===== src/rtl/sslv_pkg.sv =====
package sslv_pkg;
  localparam int ADDR_W = 2;

  localparam logic [ADDR_W-1:0] A_CTRL = 2'd0;
  localparam logic [ADDR_W-1:0] A_STAT = 2'd1;
  localparam logic [ADDR_W-1:0] A_DATA = 2'd2;

  localparam int CTRL_W = 5;

  // control layout: bit0 enable, bit1 word9, bit2 cont, bit3 single, bit4 irq_en
  typedef struct packed {
    logic irq_en;
    logic single;
    logic cont;
    logic word9;
    logic en;
  } ctrl_t;

  localparam int S_NINTH = 0;
  localparam int S_OVR   = 1;
  localparam int S_DONE  = 2;
endpackage


===== src/rtl/sslv_sync.sv =====
module sslv_sync #(
  parameter int STAGES = 2
) (
  input  logic clk,
  input  logic rst_n,
  input  logic sck_i,
  input  logic sdat_i,
  output logic rise_o,
  output logic bit_o
);
  logic [STAGES-1:0] sck_q, sck_d;
  logic [STAGES-1:0] dat_q, dat_d;
  logic              prev_q;

  generate
    if (STAGES == 1) begin : g_one
      always_comb begin
        sck_d = sck_i;
        dat_d = sdat_i;
      end
    end else begin : g_many
      always_comb begin
        sck_d = {sck_q[STAGES-2:0], sck_i};
        dat_d = {dat_q[STAGES-2:0], sdat_i};
      end
    end
  endgenerate

  always_ff @(posedge clk or negedge rst_n) begin
    if (!rst_n) begin
      sck_q  <= '0;
      dat_q  <= '0;
      prev_q <= 1'b0;
    end else begin
      sck_q  <= sck_d;
      dat_q  <= dat_d;
      prev_q <= sck_q[STAGES-1];
    end
  end

  assign rise_o = sck_q[STAGES-1] & ~prev_q;
  assign bit_o  = dat_q[STAGES-1];
endmodule


===== src/rtl/sslv_shift.sv =====
module sslv_shift #(
  parameter int WORD_W = 9
) (
  input  logic              clk,
  input  logic              rst_n,
  input  logic              rise_i,
  input  logic              bit_i,
  input  logic              run_i,
  input  logic              flush_i,
  input  logic              word9_i,
  output logic              done_o,
  output logic [WORD_W-1:0] word_o
);
  localparam int CNT_W = $clog2(WORD_W);

  logic [CNT_W-1:0]  cnt_q, cnt_d, last;
  logic [WORD_W-1:0] sreg_q, sreg_d, word_c;
  logic              take, reg_en;

  assign last = word9_i ? CNT_W'(WORD_W-1) : CNT_W'(WORD_W-2);
  assign take = run_i & rise_i & ~flush_i;

  always_comb begin
    word_c = sreg_q;
    for (int i = 0; i < WORD_W; i++) begin
      if (cnt_q == CNT_W'(i)) word_c[i] = bit_i;
    end
  end

  always_comb begin
    done_o = 1'b0;
    cnt_d  = cnt_q;
    sreg_d = sreg_q;
    if (flush_i) begin
      cnt_d  = '0;
      sreg_d = '0;
    end else if (take) begin
      if (cnt_q == last) begin
        done_o = 1'b1;
        cnt_d  = '0;
        sreg_d = '0;
      end else begin
        cnt_d  = cnt_q + 1'b1;
        sreg_d = word_c;
      end
    end
  end

  assign reg_en = flush_i | take;
  assign word_o = word_c;

  always_ff @(posedge clk or negedge rst_n) begin
    if (!rst_n) begin
      cnt_q  <= '0;
      sreg_q <= '0;
    end else if (reg_en) begin
      cnt_q  <= cnt_d;
      sreg_q <= sreg_d;
    end
  end
endmodule


===== src/rtl/sslv_regs.sv =====
module sslv_regs
  import sslv_pkg::*;
#(
  parameter int DATA_W = 8
) (
  input  logic                clk,
  input  logic                rst_n,
  input  logic                wr_i,
  input  logic                rd_i,
  input  logic [ADDR_W-1:0]   addr_i,
  input  logic [DATA_W-1:0]   wdata_i,
  output logic [DATA_W-1:0]   rdata_o,
  input  logic                word_done_i,
  input  logic [DATA_W:0]     word_i,
  output ctrl_t               ctrl_o,
  output logic                done_o,
  output logic                ovr_o,
  output logic [DATA_W-1:0]   hold_o,
  output logic                irq_o
);
  ctrl_t             ctrl_q, ctrl_d;
  logic              done_q, done_d;
  logic              ovr_q, ovr_d;
  logic              ninth_q, ninth_d;
  logic [DATA_W-1:0] hold_q;
  logic              data_rd, unread, cap_en, ctrl_en;

  assign data_rd = rd_i & (addr_i == A_DATA);
  assign ctrl_en = wr_i & (addr_i == A_CTRL);
  assign unread  = done_q & ~data_rd;
  assign cap_en  = word_done_i & ~unread;

  always_comb begin
    ctrl_d  = ctrl_t'(wdata_i[CTRL_W-1:0]);
    done_d  = unread;
    ovr_d   = ovr_q & ctrl_q.cont;
    ninth_d = ninth_q;
    if (word_done_i) begin
      if (unread) begin
        ovr_d = 1'b1;
      end else begin
        done_d  = 1'b1;
        ninth_d = ctrl_q.word9 & word_i[DATA_W];
      end
    end
  end

  always_ff @(posedge clk or negedge rst_n) begin
    if (!rst_n) begin
      ctrl_q  <= '0;
      done_q  <= 1'b0;
      ovr_q   <= 1'b0;
      ninth_q <= 1'b0;
    end else begin
      if (ctrl_en) ctrl_q <= ctrl_d;
      done_q  <= done_d;
      ovr_q   <= ovr_d;
      ninth_q <= ninth_d;
    end
  end

  always_ff @(posedge clk or negedge rst_n) begin
    if (!rst_n)      hold_q <= '0;
    else if (cap_en) hold_q <= word_i[DATA_W-1:0];
  end

  always_comb begin
    rdata_o = '0;
    case (addr_i)
      A_CTRL: rdata_o[CTRL_W-1:0] = ctrl_q;
      A_STAT: begin
        rdata_o[S_NINTH] = ninth_q;
        rdata_o[S_OVR]   = ovr_q;
        rdata_o[S_DONE]  = done_q;
      end
      A_DATA: rdata_o = hold_q;
      default: rdata_o = '0;
    endcase
  end

  assign ctrl_o = ctrl_q;
  assign done_o = done_q;
  assign ovr_o  = ovr_q;
  assign hold_o = hold_q;
  assign irq_o  = done_q & ctrl_q.irq_en;
endmodule


===== src/rtl/sslv_rx.sv =====
module sslv_rx
  import sslv_pkg::*;
#(
  parameter int DATA_W      = 8,
  parameter int SYNC_STAGES = 2
) (
  input  logic              clk,
  input  logic              rst_n,
  input  logic              sck_i,
  input  logic              sdat_i,
  input  logic              reg_wr,
  input  logic              reg_rd,
  input  logic [1:0]        reg_addr,
  input  logic [DATA_W-1:0] reg_wdata,
  output logic [DATA_W-1:0] reg_rdata,
  output logic              irq_o
);
  localparam int WORD_W = DATA_W + 1;

  ctrl_t             ctrl;
  logic              rise, sbit, run, flush;
  logic              word_done, done_q, ovr_q;
  logic [WORD_W-1:0] word;
  logic [DATA_W-1:0] hold_q;
  logic              port_en, cont_rx, irq_en;

  assign port_en = ctrl.en;
  assign cont_rx = ctrl.cont;
  assign irq_en  = ctrl.irq_en;
  assign run     = port_en & cont_rx & ~ovr_q;
  assign flush   = ~cont_rx;

  sslv_sync #(.STAGES(SYNC_STAGES)) u_sync (
    .clk    (clk),
    .rst_n  (rst_n),
    .sck_i  (sck_i),
    .sdat_i (sdat_i),
    .rise_o (rise),
    .bit_o  (sbit)
  );

  sslv_shift #(.WORD_W(WORD_W)) u_shift (
    .clk     (clk),
    .rst_n   (rst_n),
    .rise_i  (rise),
    .bit_i   (sbit),
    .run_i   (run),
    .flush_i (flush),
    .word9_i (ctrl.word9),
    .done_o  (word_done),
    .word_o  (word)
  );

  sslv_regs #(.DATA_W(DATA_W)) u_regs (
    .clk         (clk),
    .rst_n       (rst_n),
    .wr_i        (reg_wr),
    .rd_i        (reg_rd),
    .addr_i      (reg_addr),
    .wdata_i     (reg_wdata),
    .rdata_o     (reg_rdata),
    .word_done_i (word_done),
    .word_i      (word),
    .ctrl_o      (ctrl),
    .done_o      (done_q),
    .ovr_o       (ovr_q),
    .hold_o      (hold_q),
    .irq_o       (irq_o)
  );
endmodule


===== config.mk =====
export PLATFORM = sky130hd
export DESIGN_NAME = sslv_rx
export DESIGN_NICKNAME = d
export VERILOG_FILES = /design/src/rtl/sslv_pkg.sv /design/src/rtl/sslv_sync.sv /design/src/rtl/sslv_shift.sv /design/src/rtl/sslv_regs.sv /design/src/rtl/sslv_rx.sv
export SDC_FILE = /design/constraint.sdc
export NUM_CORES = 1
export LEC_CHECK = 0
export ABC_AREA = 0
export ABC_CLOCK_PERIOD_IN_PS = 2600
export CORE_UTILIZATION = 45
export DETAILED_ROUTE_END_ITERATION = 8
export PLACE_DENSITY = 0.68
export SLEW_MARGIN = 20
export SYNTH_ARGS = -nofsm -noshare
export SYNTH_HDL_FRONTEND = slang
export SYNTH_SLANG_ARGS = --single-unit

===== constraint.sdc =====
create_clock -name clk -period 2.6 [get_ports clk]
set_input_delay 0.26 -clock clk [delete_from_list [all_inputs] [get_ports clk]]
set_output_delay 0.26 -clock clk [all_outputs]
set_load 0.05 [all_outputs]

==> results.sh <==
export IMPL_status="completed"
export IMPL_rows=22
export IMPL_relSlewSlack_pct=27.0
export IMPL_pin_count=25
export IMPL_cts_resized_gates=0
export IMPL_pre_cts_ws_ps=407
export IMPL_synth_top_family_by_area="simple AND/OR/NAND/NOR gates"
export IMPL_min_period_ps=2210
export IMPL_maxCapViolCount=0
export IMPL_clkLatencyLatePin_ps=280
export IMPL_most_common_layout_cells="dfrtp_1 (34), nand2_1 (24), mux2i_1 (22)"
export IMPL_hold_start="u_sync.dat_q[0]"
export IMPL_root_buffer="clkbuf_8"
export IMPL_yosys_cell_types_count=36
export IMPL_syn_area_um2=1770
export IMPL_clk_pin_slew_ps=70
export IMPL_layout_commonest_cell="dfrtp_1"
export IMPL_worst_slew_pin_slew_ps=1090
export IMPL_postLayoutCellArea_um2=2070
export IMPL_cts_buffer_depth=2
export IMPL_drtPass1Iterations=4
export IMPL_netlist_instances=155
export IMPL_dr_first_iter_drc_count=64
export IMPL_dieWidth_um=64.7
export IMPL_slowest_stage="clkdlybuf4s50_1"
export IMPL_antenna_found_initial=0
export IMPL_path_common_cell="clkdlybuf4s50_1"
export IMPL_placed_cells=217
export IMPL_post_cts_setup_buffer_count=0
export IMPL_area_growth_pct=17.3
export IMPL_grt_pass1_wl_um=5430
export IMPL_fmax_mhz=452
export IMPL_start_util_pct=47.6
export IMPL_htreeDepth=2
export IMPL_cts_sinks=34
export IMPL_yosys_area_share_simple_pct=16.9
export IMPL_r2r_start="u_regs.ctrl_o[0]"
export IMPL_layout_drive_gt1_share_pct=18.1
export IMPL_nFillCells=330
export IMPL_cp_end_kind="primary output"
export IMPL_r2r_setup_slack_ps=690
export IMPL_arrival_ps=1950
export IMPL_fin_nets=196
export IMPL_via_per_inst=5.25
export IMPL_vias=1181
export IMPL_wl_per_cell_um=14.7
export IMPL_fin_cells=225
export IMPL_setup_ws_ps=389
export IMPL_worst_setup_path_type="in2out"
export IMPL_synthMuxAreaShare_pct=16.5
export IMPL_max_stage_delay_ps=810
export IMPL_place_area_um2=1980
export IMPL_routabilityCongestion=0.772
export IMPL_r2r_end="u_shift.cnt_q[2]"
export IMPL_die_area_um2=4190
export IMPL_port_buffers=21
export IMPL_required_ps=2340
export IMPL_route_detailed_drc=0
export IMPL_hold_violations=0
export IMPL_cts_hold_buf=0
export IMPL_path_cells="clkdlybuf4s50_1, mux2i_1, nor2_1, clkdlybuf4s50_1"
export IMPL_postSynthAreaPerCell_um2=11.4
export IMPL_drv_slew=0
export IMPL_finClkSkew_ps=4.40
export IMPL_powerDensity_nw_per_um2=568
export IMPL_grt_pass1_vias=1177
export IMPL_final_setup_tns_ps=0
export IMPL_grtUsageTotal_pct=17.5
export IMPL_finalWirelength_um=3320
export IMPL_vdd_drop_max_mv=0.387
export IMPL_hold_depth=0
export IMPL_cts_made_buffers=5
export IMPL_r2r_cells=4
export IMPL_grt_max_degree=35
export IMPL_final_setup_viol_count=0
export IMPL_diodes=0
export IMPL_holdWs_ps=351
export IMPL_synth_adder_area_share_pct=2.83
export IMPL_cts_tree="yes"
export IMPL_ys_top_cells_by_area="dfrtp_1 (48%), mux2i_1 (12%), nand2_1 (5.1%), o31ai_1 (3.8%), mux2_2 (3.2%)"
export IMPL_ys_ff_latch=34
export IMPL_synth_compound_area_share_pct=9.69
export IMPL_total_power_mw=1.18
export IMPL_ant_nets=0
export IMPL_synth_top_area_cell="dfrtp_1"
export IMPL_critPathLaunchType="primary input"
export IMPL_synthDominantCellAreaShare_pct=48.1
export IMPL_ys_warn_count=0
export IMPL_die_y_um=64.7
export IMPL_hpwlAfterDp_um=2400
export IMPL_finalCritPeriodShare_pct=85.0
export IMPL_rsz0062_at_grt="no"
export IMPL_syn_num_nets=175
export IMPL_min_to="u_sync.dat_q[1]"
export IMPL_ys_seq_area_share_pct=48.1
export IMPL_grt_overflow_total=0
export IMPL_leakage_nw=1.05
export IMPL_core_area_um2=3720
export IMPL_holdCritPathClass="reg2reg"
export IMPL_utilization_pct=55.8
export IMPL_worstPathMaxFanout=7
export IMPL_synth_xor_area_share_pct=0.495
-- critical path: cells and delay by family --
family,cells,cell delay (ps)
multiplexers,1,130
AND/OR/NAND/NOR,1,110
buffers and inverters,2,1450
-- logic make-up (layout without fill, tap and decap cells) --
group	after synthesis	count (layout)
adders and majority gates	4	4
muxes	28	28
and+or+nand+nor	48	48
xor gates and xnor gates	1	1
buffers and inverters	19	41
AOI/OAI and AO/OA	21	21
DFF	34	34
-- sequential cells by signal, indices dropped and copies added (netlist names), 2 cells and up --
signal	count
u_shift.sreg_q	9
u_regs.hold_o	8
u_regs.ctrl_o	5
u_shift.cnt_q	4
u_sync.dat_q	2
u_sync.sck_q	2
-- cell type report --
cell class | count | area [µm²] | share of cell area, %
sequential | 34 | 851 | 41.0
multi-input combinational | 102 | 821 | 39.6
timing repair buffer | 23 | 210 | 10.1
clock buffer | 6 | 82.6 | 3.98
tap | 48 | 60.1 | 2.90
inverter | 10 | 37.5 | 1.81
clock inverter | 2 | 12.5 | 0.603
-- synth_stat cells --
master and number:
a21bo_2 1, clkbuf_1 2, and4bb_1 1, nor3b_1 2, buf_4 2, o22ai_1 1
inv_1 10, nor2_1 3, and2_1 5, xor2_1 1, and2b_1 1, mux2_4 1
nor2b_4 1, o21bai_1 1, o31ai_1 9, mux2i_1 22, a21o_1 1, mux2_2 5
ha_1 4, buf_6 2, a31o_2 2, nand4b_4 1, nor2b_1 2, o22ai_4 1
dfrtp_1 34, o221ai_2 1, nor3_1 2, nand3_2 1, buf_2 3, nand3b_1 1
o21ai_0 4, nor3b_2 1, nand2_1 24, nor4b_1 1, nand3_1 1, nand4bb_4 1
-- power by group --
| part | switching (mW) | total, mW | internal, mW |
|---|---|---|---|
| Clock | 0.193 | 0.405 | 0.213 |
| Combinational | 0.110 | 0.183 | 0.0732 |
| Sequential | 0.0359 | 0.591 | 0.555 |
-- how the worst max path moves through the flow --
stage / start / to / slack [ps]
2_1_floorplan: u_regs.ctrl_o[1] / reg_rdata[1] / 680
3_3_place_gp: reg_addr[1] / reg_rdata[3] / 430
3_5_place_dp: reg_addr[1] / reg_rdata[4] / 410
4_1_cts: reg_addr[1] / reg_rdata[4] / 400
5_1_grt: reg_addr[1] / reg_rdata[4] / 320
6_report: reg_addr[1] / reg_rdata[4] / 390
-- per-layer routing --
layer,GRT usage (%),vias up,routed length [µm]
met3,4.93,2,74
met4,6.67,0,15
li1,-,580,-
met1,24.0,585,1630
met5,0,-,0
met2,26.0,14,1590
Note: power is estimated with default switching activity, not from simulation.
